[config.mk]
export PLATFORM = sky130hd
export DESIGN_NAME = wdog_periph
export DESIGN_NICKNAME = d
export VERILOG_FILES = /design/src/rtl/wdog_pkg.sv /design/src/rtl/wdog_prescale.sv /design/src/rtl/wdog_count.sv /design/src/rtl/wdog_regs.sv /design/src/rtl/wdog_periph.sv
export SDC_FILE = /design/constraint.sdc
export NUM_CORES = 1
export LEC_CHECK = 0
export ABC_AREA = 1
export BUFFER_PORTS_ARGS = -buffer_cell sky130_fd_sc_hd__buf_2
export CAP_MARGIN = 20
export CELL_PAD_IN_SITES_DETAIL_PLACEMENT = 0
export CELL_PAD_IN_SITES_GLOBAL_PLACEMENT = 1
export CORE_MARGIN = 1.5
export CORE_UTILIZATION = 41
export CTS_BUF_LIST = sky130_fd_sc_hd__clkbuf_8
export DETAILED_ROUTE_END_ITERATION = 7
export GPL_TIMING_DRIVEN = 1
export HOLD_SLACK_MARGIN = 0.15
export PLACE_DENSITY = 0.84
export SETUP_SLACK_MARGIN = 0.2
export SLEW_MARGIN = 15
export SYNTH_ARGS = -nofsm -noshare
export SYNTH_HDL_FRONTEND = slang
export SYNTH_SLANG_ARGS = --single-unit
[constraint.sdc]
create_clock -name clk -period 2.6 [get_ports clk]
set_input_delay 0.26 -clock clk [delete_from_list [all_inputs] [get_ports clk]]
set_output_delay 0.26 -clock clk [all_outputs]
set_load 0.02 [all_outputs]
[src/rtl/wdog_pkg.sv]
// Shared constants and helpers for the watchdog peripheral.
// Assumes a byte-addressed register port with word-aligned registers.
package wdog_pkg;

    localparam int unsigned REG_CTRL  = 0;
    localparam int unsigned REG_COUNT = 4;

    localparam int CB_RUN     = 0;
    localparam int CB_FIRED   = 1;
    localparam int CB_ACTION  = 2;
    localparam int CB_DISABLE = 3;
    localparam int CB_KICK    = 7;

    // Reference cycles per tick for a resolution code, never below one.
    function automatic longint unsigned tick_cycles(input longint unsigned hz,
                                                    input int unsigned sel);
        longint unsigned us;
        longint unsigned c;
        case (sel)
            0:       us = 64'd32;
            1:       us = 64'd10000;
            2:       us = 64'd100000;
            default: us = 64'd1000000;
        endcase
        c = (hz * us) / 64'd1000000;
        if (c == 64'd0) c = 64'd1;
        return c;
    endfunction

endpackage

[src/rtl/wdog_prescale.sv]
// Tick generator: divides the reference clock into one of four tick periods.
// Assumes res_sel is quasi-static; a change mid-period ends the period early
// at the latest, never late. Restart clears the phase.
module wdog_prescale
    import wdog_pkg::*;
#(
    parameter longint unsigned CLK_HZ = 64'd50_000_000
) (
    input  logic       clk,
    input  logic       rst_n,
    input  logic       run_en,
    input  logic       restart,
    input  logic [1:0] res_sel,
    output logic       tick
);
    localparam longint unsigned MAX_DIV = tick_cycles(CLK_HZ, 3);
    localparam int PW = $clog2(MAX_DIV + 64'd1);

    logic [PW-1:0] lim [4];
    logic [PW-1:0] pre_q;
    logic [PW-1:0] sel_lim;

    for (genvar g = 0; g < 4; g++) begin : g_lim
        localparam longint unsigned DIV_G = tick_cycles(CLK_HZ, g);
        assign lim[g] = PW'(DIV_G - 64'd1);
    end

    assign sel_lim = lim[res_sel];
    assign tick    = run_en && (pre_q >= sel_lim);

    // Phase counter: restarts on reload, advances only while enabled.
    always_ff @(posedge clk) begin
        if (!rst_n) begin
            pre_q <= '0;
        end else if (restart) begin
            pre_q <= '0;
        end else if (run_en) begin
            pre_q <= tick ? '0 : pre_q + PW'(1);
        end
    end

endmodule

[src/rtl/wdog_count.sv]
// Countdown core: reload, decrement per tick, expiry detection, sticky
// expired flag and one-cycle action requests.
// Assumes reload has priority over a tick in the same cycle.
module wdog_count #(
    parameter int CNT_W = 16
) (
    input  logic             clk,
    input  logic             rst_n,
    input  logic             active,
    input  logic             tick,
    input  logic             reload,
    input  logic [CNT_W-1:0] reload_val,
    input  logic             block_exp,
    input  logic             act_sd,
    input  logic             fired_clr,
    output logic [CNT_W-1:0] cnt_q,
    output logic             fired_q,
    output logic             reboot_req,
    output logic             shutdown_req
);
    logic step;
    logic fire;

    assign step = active && tick && (cnt_q != '0);
    assign fire = step && (cnt_q == CNT_W'(1)) && !block_exp;

    // Remaining count: load on kick, step down on each tick.
    always_ff @(posedge clk) begin
        if (!rst_n) begin
            cnt_q <= '0;
        end else if (reload) begin
            cnt_q <= reload_val;
        end else if (step) begin
            cnt_q <= cnt_q - CNT_W'(1);
        end
    end

    // Expired flag: set by expiry, cleared by write-one, set wins.
    always_ff @(posedge clk) begin
        if (!rst_n) begin
            fired_q <= 1'b0;
        end else if (fire) begin
            fired_q <= 1'b1;
        end else if (fired_clr) begin
            fired_q <= 1'b0;
        end
    end

    // Action requests: one cycle, routed by the action bit.
    always_ff @(posedge clk) begin
        if (!rst_n) begin
            reboot_req   <= 1'b0;
            shutdown_req <= 1'b0;
        end else begin
            reboot_req   <= fire && !act_sd;
            shutdown_req <= fire && act_sd;
        end
    end

endmodule

[src/rtl/wdog_regs.sv]
// Register decode: control and timeout storage, kick and clear strobes,
// combinational read mux. Assumes single-cycle write strobes.
module wdog_regs
    import wdog_pkg::*;
#(
    parameter int ADDR_W = 8,
    parameter int DATA_W = 32,
    parameter int CNT_W  = 16
) (
    input  logic              clk,
    input  logic              rst_n,
    input  logic              blk_en,
    input  logic              wr_en,
    input  logic              rd_en,
    input  logic [ADDR_W-1:0] addr,
    input  logic [DATA_W-1:0] wdata,
    input  logic [CNT_W-1:0]  cnt_q,
    input  logic              fired_q,
    output logic              run_q,
    output logic              act_q,
    output logic              dis_q,
    output logic [CNT_W-1:0]  tmo_q,
    output logic              reload,
    output logic              fired_clr,
    output logic [DATA_W-1:0] rdata
);
    logic hit_ctrl;
    logic hit_cnt;
    logic wr_ctrl;
    logic wr_cnt;
    logic unused_wdata;

    assign hit_ctrl  = (addr == ADDR_W'(REG_CTRL));
    assign hit_cnt   = (addr == ADDR_W'(REG_COUNT));
    assign wr_ctrl   = blk_en && wr_en && hit_ctrl;
    assign wr_cnt    = blk_en && wr_en && hit_cnt;
    assign reload    = wr_ctrl && wdata[CB_KICK] && wdata[CB_RUN];
    assign fired_clr = wr_ctrl && wdata[CB_FIRED];

    assign unused_wdata = ^wdata[DATA_W-1:CNT_W];

    // Control bits: run, action and expiry block.
    always_ff @(posedge clk) begin
        if (!rst_n) begin
            run_q <= 1'b0;
            act_q <= 1'b0;
            dis_q <= 1'b0;
        end else if (wr_ctrl) begin
            run_q <= wdata[CB_RUN];
            act_q <= wdata[CB_ACTION];
            dis_q <= wdata[CB_DISABLE];
        end
    end

    // Stored timeout, with zero promoted to one.
    always_ff @(posedge clk) begin
        if (!rst_n) begin
            tmo_q <= '1;
        end else if (wr_cnt) begin
            tmo_q <= (wdata[CNT_W-1:0] == '0) ? CNT_W'(1) : wdata[CNT_W-1:0];
        end
    end

    // Read mux: zero unless enabled, strobed and decoded.
    always_comb begin
        rdata = '0;
        if (blk_en && rd_en) begin
            if (hit_ctrl) begin
                rdata[CB_RUN]     = run_q;
                rdata[CB_FIRED]   = fired_q;
                rdata[CB_ACTION]  = act_q;
                rdata[CB_DISABLE] = dis_q;
            end else if (hit_cnt) begin
                rdata[CNT_W-1:0] = cnt_q;
            end
        end
    end

endmodule

[src/rtl/wdog_periph.sv]
// Watchdog peripheral top: ties register decode, tick prescaler and countdown.
// Assumes blk_en comes from a power-management enable already synchronised.
module wdog_periph
    import wdog_pkg::*;
#(
    parameter longint unsigned CLK_HZ = 64'd50_000_000,
    parameter int              ADDR_W = 8,
    parameter int              DATA_W = 32,
    parameter int              CNT_W  = 16
) (
    input  logic              clk,
    input  logic              rst_n,
    input  logic              blk_en,
    input  logic [1:0]        res_sel,
    input  logic              wr_en,
    input  logic              rd_en,
    input  logic [ADDR_W-1:0] addr,
    input  logic [DATA_W-1:0] wdata,
    output logic [DATA_W-1:0] rdata,
    output logic              reboot_req,
    output logic              shutdown_req
);
    logic             run_q;
    logic             act_q;
    logic             dis_q;
    logic [CNT_W-1:0] tmo_q;
    logic             reload;
    logic             fired_clr;
    logic [CNT_W-1:0] cnt_q;
    logic             fired_q;
    logic             tick;
    logic             active;
    logic             pre_en;

    assign active = blk_en && run_q;
    assign pre_en = active && (cnt_q != '0);

    wdog_regs #(
        .ADDR_W(ADDR_W),
        .DATA_W(DATA_W),
        .CNT_W (CNT_W)
    ) u_regs (
        .clk      (clk),
        .rst_n    (rst_n),
        .blk_en   (blk_en),
        .wr_en    (wr_en),
        .rd_en    (rd_en),
        .addr     (addr),
        .wdata    (wdata),
        .cnt_q    (cnt_q),
        .fired_q  (fired_q),
        .run_q    (run_q),
        .act_q    (act_q),
        .dis_q    (dis_q),
        .tmo_q    (tmo_q),
        .reload   (reload),
        .fired_clr(fired_clr),
        .rdata    (rdata)
    );

    wdog_prescale #(
        .CLK_HZ(CLK_HZ)
    ) u_pre (
        .clk    (clk),
        .rst_n  (rst_n),
        .run_en (pre_en),
        .restart(reload),
        .res_sel(res_sel),
        .tick   (tick)
    );

    wdog_count #(
        .CNT_W(CNT_W)
    ) u_cnt (
        .clk         (clk),
        .rst_n       (rst_n),
        .active      (active),
        .tick        (tick),
        .reload      (reload),
        .reload_val  (tmo_q),
        .block_exp   (dis_q),
        .act_sd      (act_q),
        .fired_clr   (fired_clr),
        .cnt_q       (cnt_q),
        .fired_q     (fired_q),
        .reboot_req  (reboot_req),
        .shutdown_req(shutdown_req)
    );

endmodule

== Word level (Yosys, flattened, before mapping) ==
Cells that the tools add are included.

* Word-level logic and storage cells: 54
* Output and inout bits: 34
* Flip-flop bits (word level): 64
* Input port bits: 47

* Equality and inequality tests: 2
* Muxes and demuxes: 13
* Magnitude comparators: 2
* Bitwise logic cells: 2
* Add/sub/neg operators: 2
* Reduce and logical (&&, ||, !) cells: 24

{| class="wikitable"
|+ Operators with widths
! operator !! number
|-
| $mux W16 || 5
|-
| $mux W26 || 3
|-
| $bmux W26 S2 || 1
|-
| $add A26 B1 Y26 const B || 1
|-
| $ge A26 B26 Y1 || 1
|-
| $eq A16 B1 Y1 const B || 1
|-
| $logic_and A1 B1 Y1 || 16
|-
| $logic_not A16 Y1 || 1
|-
| $reduce_bool A16 Y1 || 1
|-
| $sub A16 B1 Y16 const B || 1
|-
| $mux W12 || 1
|-
| $eq A8 B3 Y1 const B || 1
|-
| $logic_not A8 Y1 || 1
|-
| $mux W4 || 1
|-
| $reduce_bool A2 Y1 || 2
|-
| $ge A3 B3 Y1 const B || 1
|-
| $not A2 Y3 || 1
|-
| $logic_not A1 Y1 || 2
|-
| $mux W1 || 2
|-
| $reduce_or A2 Y1 || 1
|-
| $not A1 Y1 || 1
|}

== Depth between registers and ports, before layout ==
* Depth after elaboration: 11
* Gate-level depth with buffers: 18
* Depth with buffers taken out: 17

== Hierarchy ==
From an unflattened synthesis, not the netlist that was laid out.

* Cell total of the unflattened synthesis: 674
* Area, all modules: 4525.6 um^2

{| class="wikitable"
|+ By module, submodules not included
! module !! area each (um^2) !! cells an instance !! times used !! sequential area each (um^2)
|-
| wdog_prescale || 1974.4 || 276 || 1 || 520.5
|-
| wdog_count || 1330.0 || 213 || 1 || 380.4
|-
| wdog_regs || 1156.1 || 168 || 1 || 380.4
|-
| wdog_periph || 65.1 || 17 || 1 || 0.0
|}

== Worst setup path before layout ==
Ideal clock, no wire load.

* Path kind: in2reg
* From: input res_sel[1]
* To: register u_pre.pre_q[7]
* Setup time: 0.115 ns
* Required time: 2.485 ns
* Cell stages on the path: 15
* Path buffers: 2
* Slack: 0.640 ns
* Arrival: 1.845 ns
* Path through: inv_1 -> ha_1 -> inv_1 -> ha_1 -> nand2_1 -> nor2_1 -> nand4_1 -> nor2_1 -> nand2_1 -> nand2_1 -> nand2_8 -> nand2_4 -> buf_6 -> buf_6 -> nor2_2

* Longest elaborated chain between the ends: 7

{| class="wikitable"
|+ Ends and longest elaborated chain
! what !! line !! source
|-
| start, declared || wdog_periph.sv:14 || <nowiki>input logic [1:0] res_sel,</nowiki>
|-
| $not A2 Y3 (not written as such) || wdog_prescale.sv:28 || <nowiki>assign sel_lim = lim[res_sel];</nowiki>
|-
| $bmux W26 S2 || wdog_prescale.sv:28 ||
|-
| $mux W26 (not written as such) (2 in series) || wdog_prescale.sv:28 ||
|-
| $ge A26 B26 Y1 || wdog_prescale.sv:29 || <nowiki>assign tick = run_en && (pre_q >= sel_lim);</nowiki>
|-
| $logic_and A1 B1 Y1 || wdog_prescale.sv:29 ||
|-
| $mux W26 || wdog_prescale.sv:38 || <nowiki>pre_q <= tick ? '0 : pre_q + PW'(1);</nowiki>
|-
| end signal, assigned || wdog_prescale.sv:38 ||
|-
| end, declared || wdog_prescale.sv:20 || <nowiki>logic [PW-1:0] pre_q;</nowiki>
|}

No other way between the ends. The select of a mux whose other input is x is not followed.
A chain may end at the register's enable or synchronous reset.

== Worst setup path in the final report ==
* From: input res_sel[0]
* To: register u_cnt.cnt_q[12]

* Longest elaborated chain between the ends: 9

{| class="wikitable"
|+ Ends and longest elaborated chain
! what !! line !! source
|-
| $not A2 Y3 (not written as such) || wdog_prescale.sv:28 ||
|-
| $bmux W26 S2 || wdog_prescale.sv:28 ||
|-
| $mux W26 (not written as such) (2 in series) || wdog_prescale.sv:28 ||
|-
| $ge A26 B26 Y1 || wdog_prescale.sv:29 ||
|-
| $logic_and A1 B1 Y1 || wdog_prescale.sv:29 ||
|-
| $logic_and A1 B1 Y1 (2 in series) || wdog_count.sv:24 || <nowiki>assign step = active && tick && (cnt_q != '0);</nowiki>
|-
| $reduce_bool A2 Y1 (no source line) || -- ||
|-
| end signal, assigned || wdog_count.sv:32 || <nowiki>cnt_q <= reload_val;</nowiki>
|-
| end signal, assigned || wdog_count.sv:34 || <nowiki>cnt_q <= cnt_q - CNT_W'(1);</nowiki>
|-
| end, declared || wdog_count.sv:16 || <nowiki>output logic [CNT_W-1:0] cnt_q,</nowiki>
|}

No other way between the ends. The select of a mux whose other input is x is not followed.

==> flow_summary.toml <==
[global_routing]
grt_pass1_vias = 3854
grt_pass1_wl_mm = 16.8
grt_start_max_net_pins = 24
antenna_found_initial = 0
overflow = 0
track_usage_pct = 18.7

[clock_network]
htree_levels = 3
cts-root-buf = "clkbuf_8"
path_clk_slew_ps = 70
clock_latency_ps = 340
cts_tree = "yes"
cts.repair.resized = 0
cts_inserted_buffers = 9
cts_num_sinks = 64
cts_buffer_depth = 2

[synth]
ys_types = 41
synth.largest_area_cell = "dfxtp_1"
synth-async-reset-ratio_pct = 0
synth_cells = 637
synth_common_cells = "nand2_1, nor2_1, inv_1, dfxtp_1, nand3_1"
synth-edff-count = 0
synthMostInstantiatedCell = "nand2_1"
ys_top_cells_by_area = "dfxtp_1, nand2_1, ha_1, nor2_1, inv_1"
syn_area_um2 = 4280
ys_seq_area_share_pct = 29.9
synth_top_cell_area_share_pct = 29.9
ys_warn_count = 0
synthFlopType = "dfxtp_1"
ys_ff_latch = 64
syn_area_per_cell_um2 = 6.72

[timing]
slew_headroom_pct = 64.6
fin_setup_tns_ps = 0
period_needed_ps = 2140
timing.final.crit_share_pct = 82.3
worst_pin_slew_ps = 528
setup_slack_ps = 461
finalHoldViolCount = 0
rsz0062_at_grt = "no"
slew_violations = 0
setup_viol_count_final = 0
fmax_ghz = 0.467
fin_skew_ps = 7.66

[die]
core_um2 = 10200
rows = 37
ios = 81
die_w_um = 105
die_h_um = 105
die_area_um2 = 11100
initial_core_util_pct = 41.8

[final_layout]
fin_cells = 833
final_area_um2 = 4810
synthToLayoutAreaGrowth_pct = 12.5
num_antenna_cells = 0
fin_nets = 766
drive_gt1_share_pct = 14.8

[placed_design]
placed_area_um2 = 4620
place_congestion = 0.877
dp_hpwl_mm = 7.69
portBuffers = 48
post-place-ws_ps = 47.7
dp_cells = 816

[worst_hold_path]
hold_path_startpoint = "wdata[1]"
timing.hold.worst.class = "primary input to flop"

[critical_path]
start_kind = "primary input"
cp_max_fo = 16
r2r_slack_ps = 480
cp.arrival_ps = 2380
critPathCaptureType = "flop"
criticalPathCategory = "primary input to flop"
startpoint = "res_sel[0]"
path_buf_inv = 5
crit_chain = "buf_2, ha_1, inv_1, ha_1, nand2_1, inv_1, nand2_1, nand2_1, nand2_1, nand3_1, a21oi_1, nand2_1, nand2_8, buf_4, nand2_4, o21ai_1, inv_1"
max_stage_delay_ps = 300
r2r-end = "u_cnt.cnt_q[0]"
cp_data_required_time_ps = 2840
crit_end = "u_cnt.cnt_q[12]"
crit_top_cell = "nand2_1"
reg2reg_from = "u_pre.pre_q[23]"
worstRegToRegCells = 12
crit_slowest_cell = "ha_1"
critical-path-top-delay-family = "simple AND/OR/NAND/NOR gates"
cp.depth = 17

[run]
drv_cap = 0

[routing]
ant_nets = 0
first_pass_iters = 5
drt_first_iter_violations = 134
route.vias.total = 4016
wl_per_cell_um = 11.6
route.detailed.drc = 0
viasPerCell = 4.82
routed_wl_mm = 9.68

[pwr]
p_per_area_nw_per_um2 = 385
total_power_mw = 1.85
p_leak_nw = 2.28
peakVddDrop_mv = 0.282

[run_status]
status = "completed"
per-stage QoR:
stage          hold WS [ps]  utilization (%)
2_1_floorplan           373                -
3_3_place_gp            399             45.2
3_5_place_dp            398             45.2
4_1_cts                 156             47.1
5_1_grt                 177             47.1
6_report                163             47.1
flip-flops by register name, summed over array words and instances, names as in the netlist:
register and cells:
u_regs.run_q 1, u_regs.dis_q 1, u_cnt.fired_q 1, u_cnt.reboot_req 1
u_regs.act_q 1, u_regs.tmo_q 16, u_cnt.cnt_q 16, u_cnt.shutdown_req 1
u_pre.pre_q 26
cell families after synthesis:
kind of cell	count (synthesis)	share of synthesized area, %
AOI/OAI and AO/OA	80	10.4
xor gates and xnor gates	18	3.68
adders and majority gates	25	7.31
DFF	64	29.9
other	1	0.0876
buffers and inverters	114	12.3
and+or+nand+nor	335	36.3
report_power, final:
part	switching [mW]	internal, mW
logic	0.0969	0.0474
registers	0.000294	0.980
clock network	0.371	0.356
total	0.468	1.38
layer usage:
| metal | track usage [%] | wire length, µm | part of all wire (%) |
|---|---|---|---|
| met1 | 22.4 | 4340 | 45 |
| met2 | 33.0 | 4650 | 48 |
| met4 | 9.20 | 280 | 2.9 |
| met3 | 2.37 | 404 | 4.2 |
| met5 | 0 | 0 | 0 |
worst min path at each step:
stage / end / slack [ps] / depth (start not counted)
finish: u_regs.tmo_q[1] / 160 / 3
global route: u_regs.tmo_q[1] / 180 / 3
CTS: u_regs.tmo_q[1] / 160 / 3
detailed placement: u_cnt.reboot_req / 400 / 1
global placement: u_cnt.reboot_req / 400 / 1
floorplan: u_regs.tmo_q[1] / 370 / 2
area by class of cell:
type / instances / area (µm²)
Fill cell: 1088 / 5420
Tap cell: 136 / 170
Inverter: 85 / 323
Multi-Input combinational cell: 474 / 2530
Clock inverter: 4 / 22.5
Sequential cell: 64 / 1280
Timing Repair Buffer: 60 / 350
Clock buffer: 10 / 138
layout by cell type, fill, tap and decap left out, types with 16 or more instances in the layout:
cell and instances:
nor3_1 16, inv_1 77, o21ai_0 25, xor2_1 16, buf_2 48, conb_1 16, dfxtp_1 64, nand3_1 46
a21oi_1 33, ha_1 25, nor2_1 82, nand2_1 144
tightest hold or removal path: stages:
cell and delay [ps]:
buf_2 100, nand2_1 50, nand3_1 50
repair_timing:
item,in CTS,in global routing
endpoints found under the setup margin,0,0
hold buffers,3,0
hold endpoints to repair,3,0
setup buffers,0,0
Note: power is estimated with default switching activity, not from simulation.
